--- src/rtl/rtc_rate_pkg.sv ---
package rtc_rate_pkg;
  localparam int CHAIN_W  = 15;
  localparam int RATE_W   = 4;
  localparam int DIV_W    = 3;
  localparam int SEC_BIT  = CHAIN_W - 1;
  localparam int TAP_OFS  = 2;
  localparam int ALIAS_LO = 8;
  localparam int ALIAS_HI = 9;

  typedef struct packed {
    logic advance;
    logic clearChain;
    logic clearFlag;
  } chainStrobe_t;
endpackage

--- src/rtl/rtc_div_ctrl.sv ---
module rtc_div_ctrl
  import rtc_rate_pkg::*;
(
  input  logic                    clk,
  input  logic                    rstN,
  input  logic                    tick32k,
  input  logic [DIV_W-1:0]        divCtl,
  input  logic [RATE_W-1:0]       rateSel,
  input  logic                    flagClr,
  output chainStrobe_t            strobes,
  output logic [RATE_W-1:0]       tapIdx,
  output logic                    rateOn,
  output logic                    bankSel
);
  localparam logic [1:0] RUN_CODE  = 2'b01;
  localparam logic [1:0] HOLD_CODE = 2'b11;

  logic [1:0]        runField;
  logic [RATE_W-1:0] effRate;

  assign runField = divCtl[DIV_W-1:DIV_W-2];
  assign bankSel  = divCtl[0];

  always_comb begin
    strobes            = '0;
    strobes.advance    = tick32k && (runField == RUN_CODE);
    strobes.clearChain = (runField == HOLD_CODE);
    strobes.clearFlag  = flagClr;
  end

  always_comb begin
    rateOn  = 1'b1;
    effRate = rateSel;
    case (rateSel)
      RATE_W'(0): begin rateOn = 1'b0; effRate = '0; end
      RATE_W'(1): effRate = RATE_W'(ALIAS_LO);
      RATE_W'(2): effRate = RATE_W'(ALIAS_HI);
      default:    effRate = rateSel;
    endcase
    tapIdx = rateOn ? (effRate - RATE_W'(TAP_OFS)) : '0;
  end

  // counting only when enabled and the run code is present
  assert_advance_gate_R1: assert property (@(posedge clk) disable iff (!rstN)
    strobes.advance |-> (tick32k && divCtl[2:1] == 2'b01));
  // hold and run never asserted together
  assert_hold_excl_R2: assert property (@(posedge clk) disable iff (!rstN)
    !(strobes.advance && strobes.clearChain));
endmodule

--- src/rtl/rtc_div_path.sv ---
module rtc_div_path
  import rtc_rate_pkg::*;
(
  input  logic              clk,
  input  logic              rstN,
  input  chainStrobe_t      strobes,
  input  logic [RATE_W-1:0] tapIdx,
  input  logic              rateOn,
  input  logic              sqwEn,
  output logic              sqwOut,
  output logic              periodicFlag,
  output logic              secTick
);
  logic [CHAIN_W-1:0] chain;
  logic [CHAIN_W-1:0] lowOnes;
  logic               periodEdge;
  logic               secEdge;

  for (genvar i = 0; i < CHAIN_W; i++) begin : g_prefix
    assign lowOnes[i] = &chain[i:0];
  end

  assign periodEdge = strobes.advance && rateOn && lowOnes[tapIdx];
  assign secEdge    = strobes.advance && lowOnes[SEC_BIT-1] && !chain[SEC_BIT];
  assign sqwOut     = sqwEn && rateOn && chain[tapIdx];

  always_ff @(posedge clk or negedge rstN) begin
    if (!rstN) begin
      chain <= '0;
    end else if (strobes.clearChain) begin
      chain <= '0;
    end else if (strobes.advance) begin
      chain <= chain + {{(CHAIN_W-1){1'b0}}, 1'b1};
    end
  end

  always_ff @(posedge clk or negedge rstN) begin
    if (!rstN) begin
      periodicFlag <= 1'b0;
      secTick      <= 1'b0;
    end else begin
      secTick <= secEdge;
      if (periodEdge)             periodicFlag <= 1'b1;
      else if (strobes.clearFlag) periodicFlag <= 1'b0;
    end
  end

  // the held state forces the chain to zero
  assert_hold_zero_R2: assert property (@(posedge clk) disable iff (!rstN)
    strobes.clearChain |=> (chain == '0));
  // no advance and no hold leaves the chain untouched
  assert_freeze_R3: assert property (@(posedge clk) disable iff (!rstN)
    (!strobes.advance && !strobes.clearChain) |=> $stable(chain));
  // a new flag only after a counting cycle
  assert_flag_src_R9: assert property (@(posedge clk) disable iff (!rstN)
    $rose(periodicFlag) |-> $past(strobes.advance));
  // a clear with no coincident edge drops the flag
  assert_flag_clr_R9: assert property (@(posedge clk) disable iff (!rstN)
    (strobes.clearFlag && !periodEdge) |=> !periodicFlag);
  // the second pulse lands on the half-range boundary
  assert_sec_phase_R11: assert property (@(posedge clk) disable iff (!rstN)
    secTick |-> (chain[SEC_BIT-1:0] == '0));
  // pulse is one cycle wide under continuous ticking
  assert_sec_width_R11: assert property (@(posedge clk) disable iff (!rstN)
    secTick |=> !secTick);
endmodule

--- src/rtl/rtc_rate_gen.sv ---
module rtc_rate_gen
  import rtc_rate_pkg::*;
(
  input  logic              clk,
  input  logic              rstN,
  input  logic              tick32k,
  input  logic [2:0]        divCtl,
  input  logic [3:0]        rateSel,
  input  logic              sqwEn,
  input  logic              pieEn,
  input  logic              flagClr,
  output logic              sqwOut,
  output logic              periodicFlag,
  output logic              periodicIrq,
  output logic              secTick,
  output logic              bankSel
);
  chainStrobe_t      strobes;
  logic [RATE_W-1:0] tapIdx;
  logic              rateOn;

  rtc_div_ctrl u_ctrl (
    .clk     (clk),
    .rstN    (rstN),
    .tick32k (tick32k),
    .divCtl  (divCtl),
    .rateSel (rateSel),
    .flagClr (flagClr),
    .strobes (strobes),
    .tapIdx  (tapIdx),
    .rateOn  (rateOn),
    .bankSel (bankSel)
  );

  rtc_div_path u_path (
    .clk          (clk),
    .rstN         (rstN),
    .strobes      (strobes),
    .tapIdx       (tapIdx),
    .rateOn       (rateOn),
    .sqwEn        (sqwEn),
    .sqwOut       (sqwOut),
    .periodicFlag (periodicFlag),
    .secTick      (secTick)
  );

  assign periodicIrq = periodicFlag && pieEn;

  // request never raised without its enable
  assert_irq_gate_R10: assert property (@(posedge clk) disable iff (!rstN)
    periodicIrq |-> (pieEn && periodicFlag));
  // rate zero never produces a square wave
  assert_rate_off_R7: assert property (@(posedge clk) disable iff (!rstN)
    (rateSel == 4'd0) |-> !sqwOut);
endmodule

--- config.mk ---
export PLATFORM = sky130hd
export DESIGN_NAME = rtc_rate_gen
export DESIGN_NICKNAME = d
export VERILOG_FILES = /design/src/rtl/rtc_rate_pkg.sv /design/src/rtl/rtc_div_ctrl.sv /design/src/rtl/rtc_div_path.sv /design/src/rtl/rtc_rate_gen.sv
export SDC_FILE = /design/constraint.sdc
export NUM_CORES = 1
export LEC_CHECK = 0
export BUFFER_PORTS_ARGS = -buffer_cell sky130_fd_sc_hd__clkbuf_2
export CAP_MARGIN = 10
export CORE_UTILIZATION = 35
export DETAILED_ROUTE_END_ITERATION = 8
export HOLD_SLACK_MARGIN = 0.03
export SKIP_CTS_REPAIR_TIMING = 1
export SKIP_LAST_GASP = 1
export SLEW_MARGIN = 30
export SYNTH_ARGS = -nofsm -noshare
export SYNTH_HDL_FRONTEND = slang
export SYNTH_SLANG_ARGS = --single-unit
--- constraint.sdc ---
create_clock -name clk -period 3.5 [get_ports clk]
set_input_delay 0.35 -clock clk [delete_from_list [all_inputs] [get_ports clk]]
set_output_delay 0.35 -clock clk [all_outputs]
set_load 0.005 [all_outputs]
==> impl_summary.log, run 1 <==
INFO  metric ys_top_cells_by_area = sky130_fd_sc_hd__dfrtp_1 (30%), sky130_fd_sc_hd__o21ai_0 (7.9%), sky130_fd_sc_hd__ha_1 (4.5%)
INFO  metric critical_path.reg2reg.endpoint = u_path.periodicFlag$_DFFE_PN0P_
INFO  metric timing.critical_path.from_type = input pin
INFO  metric initial_core_util = a little under two fifths
INFO  metric synth-seq-area-share = a little under a third
INFO  metric synthDistinctLibCells = 47
INFO  metric fin_hold_ws = 0.0216 ns
INFO  metric power.static_leakage = roughly 0.63 nW
INFO  metric postSynthNetCount = about 180
INFO  metric fin_worst_skew = 0.00128 ns
INFO  metric die_width = around 65 um
INFO  metric timing.critical_path.arrival = ~2.9 ns
INFO  metric rsz0062_at_grt = false
INFO  metric setup_viol = 0
INFO  metric synth_cells = about 170
INFO  metric grt_max_degree = 18
INFO  metric antenna_cells_inserted = 0
INFO  metric synth.largest_area_cell = sky130_fd_sc_hd__dfrtp_1
INFO  metric antenna_violating_nets_post_route = 0
INFO  metric first_global_vias = 1,289
INFO  metric cts_tree = built
INFO  metric dp.final_hpwl = 2610 um
INFO  metric wire_per_inst = 15.9 um
INFO  metric rr_worst_depth = 8
INFO  metric finish.instance_area = between 1500 and 2000 um2
INFO  metric synth_seq_cells = 17
INFO  metric number_of_enable_flip_flop_cells_after_synthesis = 0
INFO  metric design.portCount = 18
INFO  metric dieArea = roughly 4200 um2
INFO  metric design.final.nets = roughly 190
INFO  metric cts-buffers-inserted = 3
INFO  metric netlist_top_cells_count = sky130_fd_sc_hd__o21ai_0 (22), sky130_fd_sc_hd__dfrtp_1 (17), sky130_fd_sc_hd__a21oi_1 (12), sky130_fd_sc_hd__nand2_1 (11), sky130_fd_sc_hd__nor3_1 (8)
INFO  metric timing_worst_slew_pin_value = between 0.5 and 0.6 ns
INFO  metric crit_path_kind = in2out
INFO  metric global_route_wire_length_before_repair = between 6000 and 7000 um
INFO  metric post-route-drc-count = 0
INFO  metric vdd_ir_drop_max = around 0.18 mV
INFO  metric track_usage = roughly a fifth
INFO  metric max_clock_freq = approximately 0.31 GHz
INFO  metric reg2reg_setup_slack = ~1.2 ns
INFO  metric layout-drive-gt1-share = between 10% and 20%
INFO  metric dieHeight = approximately 65 um
INFO  metric fp-row-count = 22
INFO  metric status = completed
INFO  metric place.gp.congestion = 0.894
INFO  metric synth_most_common_cell = sky130_fd_sc_hd__o21ai_0
INFO  metric hold_viol = 0
INFO  metric setup_tns = 0 ns
INFO  metric warnings_synthesis = 0
INFO  metric port_buffers = 15
INFO  metric synth_top_flop_cell = sky130_fd_sc_hd__dfrtp_1
INFO  metric finalPower = ~0.00046 W
INFO  metric placed_cells_incl_taps = 219
INFO  metric cts_root_buf = sky130_fd_sc_hd__clkbuf_8
INFO  metric grt_antenna_before_repair = 0
INFO  metric finalMaxSlewViolations = 0
INFO  metric timing.slew.headroom = 64.6%
INFO  metric synth_top_area_share = a little under a third
INFO  metric drt_first_pass_iters = 5
INFO  metric detailed_place.area = 1480 um2
INFO  metric max_cap_violations = 0
INFO  metric asyncSetResetFlopFracSynth = between 90% and 100%
INFO  metric period_share = between 90% and 100%
INFO  metric syn-cell-area = between 1000 and 1500 um2
INFO  metric layout_min_cycle_time = between 3 and 4 ns
INFO  metric area.growth.synth_to_final = 9.67%
INFO  metric clkTransAtPathRegs = 0.06 ns
INFO  metric instances_no_fill = approximately 220
INFO  metric vias = 1,354
INFO  metric design.core.area = about 3700 um2
INFO  metric powerDensity = 300 nW/um2
INFO  metric total_wire_length = 3550 um
INFO  metric regToRegStartpoint = u_path.chain[0]$_DFFE_PN0P_
INFO  metric grt_overflow = 0
INFO  metric h-tree-depth = 1
INFO  metric cts_sink_count = 17
INFO  metric avg_cell_area_syn = 8.47 um2
INFO  metric worstPathRequired = around 3.2 ns
INFO  metric clkLatencyLatePin = around 0.26 ns
INFO  metric viasPerCell = around 6.1
INFO  metric cts-root-to-sink-buffers = 2
INFO  metric number_of_design_rule_violations_left_by_the_first_detailed_router_iteration = 70
INFO  metric hold_class = in2async
INFO  metric critical_path_peak_fanout = 9
INFO  metric setup.worst_path.end_class = primary output
report_power, final:
group	internal [W]	switching, W
registers	0.000202	0.00000871
logic	0.0000404	0.0000604
clock network	0.0000810	0.0000677
critical path, stage by stage:
cell	delay, ns
sky130_fd_sc_hd__clkbuf_2	0.17
sky130_fd_sc_hd__or3_1	0.48
sky130_fd_sc_hd__nand2_1	0.17
sky130_fd_sc_hd__ha_2	0.28
sky130_fd_sc_hd__inv_1	0.16
sky130_fd_sc_hd__a2111oi_1	0.43
sky130_fd_sc_hd__o21ai_0	0.16
sky130_fd_sc_hd__o211ai_1	0.10
sky130_fd_sc_hd__o21ai_1	0.12
sky130_fd_sc_hd__a221oi_2	0.30
sky130_fd_sc_hd__clkbuf_2	0.15
stage by stage:
step	utilization (%)	setup WS (ns)
after floorplan	-	0.782
after global placement	39.6	0.434
after detailed placement	39.6	0.232
after CTS	40.8	0.210
after global routing	40.9	0.0423
final	40.9	0.294
cell type report:
| type | instances | area (um2) |
|---|---|---|
| Clock buffer | 4 | 45.0 |
| Fill cell | 423 | 2210 |
| Inverter | 6 | 22.5 |
| Multi-Input combinational cell | 131 | 890 |
| Sequential cell | 17 | 425 |
| Tap cell | 48 | 60.1 |
| Timing Repair Buffer | 17 | 90.1 |
layout by cell type (no fill, tap or decap), drive strengths merged, types with 2 or more instances in the layout:
| master | n |
|---|---|
| a21o | 2 |
| a21oi | 13 |
| a221oi | 2 |
| a22o | 4 |
| a31oi | 4 |
| and2 | 4 |
| and3 | 4 |
| buf | 2 |
| clkbuf | 19 |
| dfrtp | 17 |
| ha | 5 |
| inv | 6 |
| mux2i | 4 |
| nand2 | 11 |
| nand3 | 7 |
| nand4 | 3 |
| nor2 | 5 |
| nor3 | 9 |
| o211ai | 3 |
| o21ai | 24 |
| o221ai | 3 |
| o22ai | 3 |
| o31ai | 3 |
| or3 | 3 |
| xnor2 | 2 |
sequential cells by signal, indices dropped and copies added (netlist names):
name / flops
u_path.secTick: 1
u_path.periodicFlag: 1
u_path.chain: 15
worst max-delay path by stage:
stage	slack (ns)	cells after the start	endpoint	startpoint
floorplan	0.78	12	sqwOut	rateSel[0]
global placement	0.43	11	sqwOut	rateSel[3]
detailed placement	0.23	11	sqwOut	rateSel[3]
CTS	0.21	11	sqwOut	rateSel[3]
global route	0.04	11	sqwOut	rateSel[3]
finish	0.29	11	sqwOut	rateSel[3]
cells by family (layout without fill, tap and decap cells):
| group | after synthesis | in the layout | synth area share, % |
|---|---|---|---|
| multiplexers | 5 | 5 | 4.48 |
| AND/OR/NAND/NOR | 51 | 51 | 20.3 |
| adder cells (fa/ha/maj) | 5 | 5 | 4.48 |
| buffers and inverters | 17 | 27 | 6.18 |
| XOR/XNOR | 3 | 3 | 1.88 |
| flip-flops | 17 | 17 | 30.4 |
| AO/OA/AOI/OAI | 67 | 67 | 32.2 |
per-layer routing:
metal  share of wire, %  vias to the layer above  global-route usage [%]
met5                  0                        -                       0
met4                2.5                        0                    10.6
met3                5.8                        9                    1.91
met2                 45                       50                    27.8
met1                 46                      645                    26.3
li1                   -                      650                       -
Power figures use the tool's default switching activity.
==> inputs of run 2 (changes only) <==
- HOLD_SLACK_MARGIN: 0.03 -> 0.15
- clock period: 3.5 -> 3.9 ns (I/O delays scaled with it)
==> impl_summary.log, run 2 (synthesis results as in run 1) <==
INFO  metric share_seq_of_total_power = between 40% and 50%
INFO  metric cts_tree = built
INFO  metric area.growth.synth_to_final = 9.58%
INFO  metric setup.worst_path.end_class = primary output
INFO  metric regMostFlops = u_path.chain
INFO  metric max_clock_freq = between 0.2 and 0.3 GHz
INFO  metric first_global_vias = about 1,300
INFO  metric cts_root_buf = sky130_fd_sc_hd__clkbuf_8
INFO  metric vdd_ir_drop_max = around 0.15 mV
INFO  metric dieHeight = approximately 65 um
INFO  metric die_width = 65.2 um
INFO  metric viasPerCell = 5.96
INFO  metric finalMaxSlewViolations = 0
INFO  metric h-tree-depth = 1
INFO  metric design.portCount = 18
INFO  metric grt_overflow = 0
INFO  metric grtUsageMet3 = under 10%
INFO  metric setup_tns = 0 ns
INFO  metric setup.worst_path.end = sqwOut
INFO  metric antenna_violating_nets_post_route = 0
INFO  metric clkTransAtPathRegs = roughly 0.070 ns
INFO  metric clkLatencyLatePin = around 0.25 ns
INFO  metric rr_worst_depth = 8
INFO  metric grt_max_degree = 18
INFO  metric worstPathRequired = ~3.5 ns
INFO  metric port_buffers = 15
INFO  metric design.core.area = roughly 3700 um2
INFO  metric crit_path_kind = in2out
INFO  metric place.gp.congestion = between 0.8 and 0.9
INFO  metric initial_core_util = 37.3%
INFO  metric most_frequent_cells_in_the_layout = sky130_fd_sc_hd__o21ai_0 (22), sky130_fd_sc_hd__dfrtp_1 (17), sky130_fd_sc_hd__clkbuf_2 (15), sky130_fd_sc_hd__a21oi_1 (12), sky130_fd_sc_hd__nand2_1 (11)
INFO  metric global_route_wire_length_before_repair = approximately 6000 um
INFO  metric layout.cells.most_common = sky130_fd_sc_hd__o21ai_0
INFO  metric grt_util_met1 = between 20% and 30%
INFO  metric cts-buffers-inserted = 3
INFO  metric hold_class = in2reg
INFO  metric power.combinational.fraction = a little over a fifth
INFO  metric regToRegStartpoint = u_path.chain[0]$_DFFE_PN0P_
INFO  metric track_usage = a little under a fifth
INFO  metric reg2reg_setup_slack = roughly 1.6 ns
INFO  metric clock_power_share = 32.1%
INFO  metric timing.slew.headroom = between 60 and 70%
INFO  metric timing.critical_path.from_type = input pin
INFO  metric finish.instance_area = ~1500 um2
INFO  metric cts-root-to-sink-buffers = 2
INFO  metric timing_worst_slew_pin_value = approximately 0.54 ns
INFO  metric grt_antenna_before_repair = 0
INFO  metric dp.final_hpwl = around 2600 um
INFO  metric top_regs = u_path.chain: 15 flops, u_path.periodicFlag: 1 flops, u_path.secTick: 1 flops
INFO  metric fp-row-count = 22
INFO  metric fin_worst_skew = approximately 0.0013 ns
INFO  metric finalPower = about 0.0004 W
INFO  metric setup_viol = 0
INFO  metric antenna_cells_inserted = 0
INFO  metric drt_first_pass_iters = 4
INFO  metric rsz0062_at_grt = false
INFO  metric crit_start = rateSel[0]
INFO  metric dieArea = roughly 4200 um2
INFO  metric vias = 1,328
INFO  metric total_wire_length = roughly 3500 um
INFO  metric timing.critical_path.arrival = 2.97 ns
INFO  metric max_cap_violations = 0
INFO  metric top_usage_layer = met2
INFO  metric period_share = 86.3%
INFO  metric hold_viol = 0
INFO  metric largest_reg_flops = 15
INFO  metric post-route-drc-count = 0
INFO  metric power.internal = around 0.00029 W
INFO  metric cts_sink_count = 17
INFO  metric powerDensity = 268 nW/um2
INFO  metric p_sw_share = between 20 and 30%
INFO  metric layout-drive-gt1-share = 16.0%
INFO  metric number_of_design_rule_violations_left_by_the_first_detailed_router_iteration = 179
INFO  metric critical_path_peak_fanout = 17
INFO  metric layout_min_cycle_time = roughly 3.4 ns
INFO  metric design.final.nets = 194
INFO  metric status = completed
INFO  metric power_switching = about 0.00012 W
INFO  metric critical_path.reg2reg.endpoint = u_path.periodicFlag$_DFFE_PN0P_
INFO  metric power.static_leakage = 0.633 nW
INFO  metric global_route.usage.met2 = between 20% and 30%
INFO  metric wire_per_inst = between 15 and 20 um
INFO  metric detailed_place.area = approximately 1500 um2
==> run 2: cell types whose count changed in the layout (fill, tap and decap cells not counted) <==
cell	previous run	this run
sky130_fd_sc_hd__ha_2	1	0
sky130_fd_sc_hd__buf_4	2	1
sky130_fd_sc_hd__a2111oi_0	0	1
sky130_fd_sc_hd__ha_1	4	5
sky130_fd_sc_hd__dlygate4sd3_1	0	1
sky130_fd_sc_hd__a2111oi_1	1	0
==> run 2: layer usage <==
| metal | wire length [um] | vias up | share of wire, % |
|---|---|---|---|
| met4 | 56 | 0 | 1.6 |
| met2 | 1560 | 40 | 45 |
| met1 | 1700 | 634 | 49 |
| met3 | 163 | 6 | 4.7 |
| met5 | 0 | - | 0 |
| li1 | - | 648 | - |
==> run 2: worst max-delay path, cell delays in order <==
cell                        delay [ns]
sky130_fd_sc_hd__clkbuf_2         0.23
sky130_fd_sc_hd__or3_1            0.52
sky130_fd_sc_hd__nand2_1          0.16
sky130_fd_sc_hd__ha_1             0.31
sky130_fd_sc_hd__inv_1            0.19
sky130_fd_sc_hd__a2111oi_0        0.40
sky130_fd_sc_hd__o21ai_0          0.15
sky130_fd_sc_hd__o211ai_1         0.09
sky130_fd_sc_hd__o21ai_1          0.10
sky130_fd_sc_hd__a221oi_2         0.28
sky130_fd_sc_hd__clkbuf_2         0.15
==> run 2: area by class of cell <==
class,count,area [um2]
well taps,48,60.1
multi-input cells,131,886
fillers,400,2210
flip-flops and latches,17,425
clock buffers,4,45.0
repair buffers,17,92.6
inverters,6,22.5
==> run 2: worst min path at each step <==
stage                     cells after the start                         endpoint  startpoint  slack, ns
after global placement                        1      u_path.chain[8]$_DFFE_PN0P_        rstN       0.34
after global routing                          2  u_path.periodicFlag$_DFFE_PN0P_     flagClr       0.33
after detailed placement                      1     u_path.chain[10]$_DFFE_PN0P_        rstN       0.35
final                                         2  u_path.periodicFlag$_DFFE_PN0P_     flagClr       0.33
after CTS                                     1     u_path.chain[10]$_DFFE_PN0P_        rstN       0.08
after floorplan                               0      u_path.chain[0]$_DFFE_PN0P_        rstN       0.09
==> run 2: power by group through the flow <==
stage	logic [W]	clock network (W)	registers (W)
4_1_cts	0.0000880	0.000135	0.000189
3_5_place_dp	0.0000876	0	0.000193
3_3_place_gp	0.0000871	0	0.000193
2_1_floorplan	0.0000645	0	0.000189
5_1_grt	0.000100	0.000144	0.000190
6_report	0.0000894	0.000132	0.000190
==> run 2: per-stage QoR <==
step	cells	hold slack, ns	utilization, %	setup slack, ns
floorplan	165	0.0944	-	1.10
global placement	218	0.345	39.4	0.649
detailed placement	218	0.352	39.4	0.584
CTS	222	0.0823	40.6	0.573
global route	223	0.334	40.9	0.253
finish	223	0.329	40.9	0.536
==> inputs of run 3 (changes only) <==
- CORE_UTILIZATION: 35 -> 50
- PLACE_DENSITY: unset -> 0.71
==> impl_summary.log, run 3 (synthesis results as in run 1) <==
INFO  metric status = completed
INFO  metric cts-buffers-inserted = 3
INFO  metric timing.slew.headroom = between 60% and 70%
INFO  metric grt_overflow = 0
INFO  metric power.static_leakage = 0.628 nW
INFO  metric first_global_vias = around 1,200
INFO  metric period_share = 87.9%
INFO  metric grt_max_degree = 18
INFO  metric flip_flop_and_latch_area = 425 um2
INFO  metric max_clock_freq = a little under 0.3 GHz
INFO  metric antenna_cells_inserted = 0
INFO  metric dieArea = approximately 3000 um2
INFO  metric dp.final_hpwl = approximately 2600 um
INFO  metric clock_power_share = around a quarter
INFO  metric fin_worst_skew = 0.00904 ns
INFO  metric setup_viol = 0
INFO  metric power.combinational.fraction = about a quarter
INFO  metric port_buffers = 15
INFO  metric track_usage = about 27%
INFO  metric dpl_worst_slack = ~0.54 ns
INFO  metric placed_cells_incl_taps = 200
INFO  metric global_route_wire_length_before_repair = around 5700 um
INFO  metric cts_tree = built
INFO  metric cts-root-to-sink-buffers = 2
INFO  metric place.gp.congestion = about 0.89
INFO  metric p_sw_share = approximately a third
INFO  metric fp-row-count = 18
INFO  metric h-tree-depth = 1
INFO  metric powerDensity = ~250 nW/um2
INFO  metric timing_worst_slew_pin_value = roughly 0.52 ns
INFO  metric max_cap_violations = 0
INFO  metric layout_min_cycle_time = between 3 and 4 ns
INFO  metric share_seq_of_total_power = approximately half
INFO  metric layout.cells.most_common = sky130_fd_sc_hd__o21ai_0
INFO  metric wire_per_inst = between 15 and 20 um
INFO  metric critical_path_peak_fanout = 17
INFO  metric timing.critical_path.from_type = input pin
INFO  metric vias = about 1,400
INFO  metric hold_depth = 2
INFO  metric largest_reg_flops = 15
INFO  metric regMostFlops = u_path.chain
INFO  metric clkTransAtPathRegs = about 0.1 ns
INFO  metric area.growth.synth_to_final = 6.71%
INFO  metric cts_root_buf = sky130_fd_sc_hd__clkbuf_4
INFO  metric fillCellCount = about 240
INFO  metric rsz0062_at_grt = false
INFO  metric top_regs = u_path.chain: 15 flops, u_path.periodicFlag: 1 flops, u_path.secTick: 1 flops
INFO  metric worstPathRequired = around 3.5 ns
INFO  metric setup_tns = 0 ns
INFO  metric clkLatencyLatePin = ~0.30 ns
INFO  metric viasPerCell = between 6 and 7
INFO  metric most_frequent_cells_in_the_layout = sky130_fd_sc_hd__o21ai_0 (22), sky130_fd_sc_hd__dfrtp_1 (17), sky130_fd_sc_hd__clkbuf_2 (15), sky130_fd_sc_hd__a21oi_1 (12), sky130_fd_sc_hd__nand2_1 (11)
INFO  metric rr_worst_depth = 9
INFO  metric antenna_violating_nets_post_route = 0
INFO  metric initial_core_util = a little over half
INFO  metric timing.critical_path.arrival = around 3.0 ns
INFO  metric final_util = 58.1%
INFO  metric power_switching = 0.000120 W
INFO  metric die_width = 54.9 um
INFO  metric drt_first_pass_iters = 4
INFO  metric hold_viol = 0
INFO  metric cts_sink_count = 17
INFO  metric multi_input_comb_area = 886 um2
INFO  metric setup.worst_path.end_class = primary output
INFO  metric design.core.area = roughly 2600 um2
INFO  metric layout-drive-gt1-share = ~17%
INFO  metric vdd_ir_drop_max = 0.241 mV
INFO  metric instances_no_fill = between 200 and 250
INFO  metric finalMaxSlewViolations = 0
INFO  metric post-route-drc-count = 0
INFO  metric total_wire_length = approximately 3500 um
INFO  metric power.internal = about 0.00025 W
INFO  metric design.final.nets = 194
INFO  metric design.portCount = 18
INFO  metric crit_path_kind = in2out
INFO  metric grt_antenna_before_repair = 0
INFO  metric hold_class = in2reg
INFO  metric setup_ws = between 0.4 and 0.5 ns
INFO  metric dieHeight = ~55 um
INFO  metric number_of_design_rule_violations_left_by_the_first_detailed_router_iteration = between 60 and 70
[run 3: final timing paths]
kind | start | end | slack (ns)
worst max-delay path | rateSel[0] | sqwOut | 0.47
worst min-delay path | flagClr | u_path.periodicFlag$_DFFE_PN0P_ | 0.28
worst max register to register | u_path.chain[0]$_DFFE_PN0P_ | u_path.periodicFlag$_DFFE_PN0P_ | 1.68
worst min register to register | u_path.chain[12]$_DFFE_PN0P_ | u_path.chain[12]$_DFFE_PN0P_ | 0.51
max in group asynchronous | rstN | u_path.periodicFlag$_DFFE_PN0P_ | 3.04
min in group asynchronous | rstN | u_path.chain[3]$_DFFE_PN0P_ | 0.55
[run 3: cell type report]
cell class              count  area share, %
clock buffers               3           1.51
clock inverters             1          0.336
inverters                   6           1.51
multi-input cells         131           59.4
flip-flops and latches     17           28.5
well taps                  30           2.52
repair buffers             17           6.21
[run 3: layer usage]
| metal | routed length [um] | global-route usage (%) | share of wire (%) | up-vias |
|---|---|---|---|---|
| met3 | 215 | 3.61 | 6.2 | 5 |
| met2 | 1670 | 42.2 | 48 | 59 |
| met5 | 0 | 0 | 0 | - |
| met1 | 1570 | 38.0 | 45 | 651 |
| li1 | - | - | - | 650 |
| met4 | 34 | 6.84 | 0.97 | 0 |
[run 3: metrics by stage]
stage | total power [W] | hold WS (ns) | area [um2]
floorplan | 0.000254 | 0.0944 | 1400
global placement | 0.000278 | 0.337 | 1450
detailed placement | 0.000280 | 0.351 | 1450
CTS | 0.000378 | 0.0187 | 1480
global route | 0.000393 | 0.277 | 1490
finish | 0.000375 | 0.281 | 1490
[run 3: power by group through the flow]
stage	Clock, W	Sequential (W)	Combinational (W)
floorplan	0	0.000189	0.0000645
global placement	0	0.000192	0.0000863
detailed placement	0	0.000192	0.0000876
CTS	0.000101	0.000188	0.0000883
global route	0.000104	0.000190	0.0000991
finish	0.0000968	0.000189	0.0000898
[run 3: worst max-delay path: stages]
cell	delay, ns
sky130_fd_sc_hd__clkbuf_2	0.22
sky130_fd_sc_hd__or3_1	0.53
sky130_fd_sc_hd__nand2_1	0.16
sky130_fd_sc_hd__ha_1	0.31
sky130_fd_sc_hd__inv_1	0.20
sky130_fd_sc_hd__a2111oi_0	0.44
sky130_fd_sc_hd__o21ai_0	0.15
sky130_fd_sc_hd__o211ai_1	0.10
sky130_fd_sc_hd__o21ai_1	0.11
sky130_fd_sc_hd__a221oi_2	0.28
sky130_fd_sc_hd__clkbuf_2	0.15
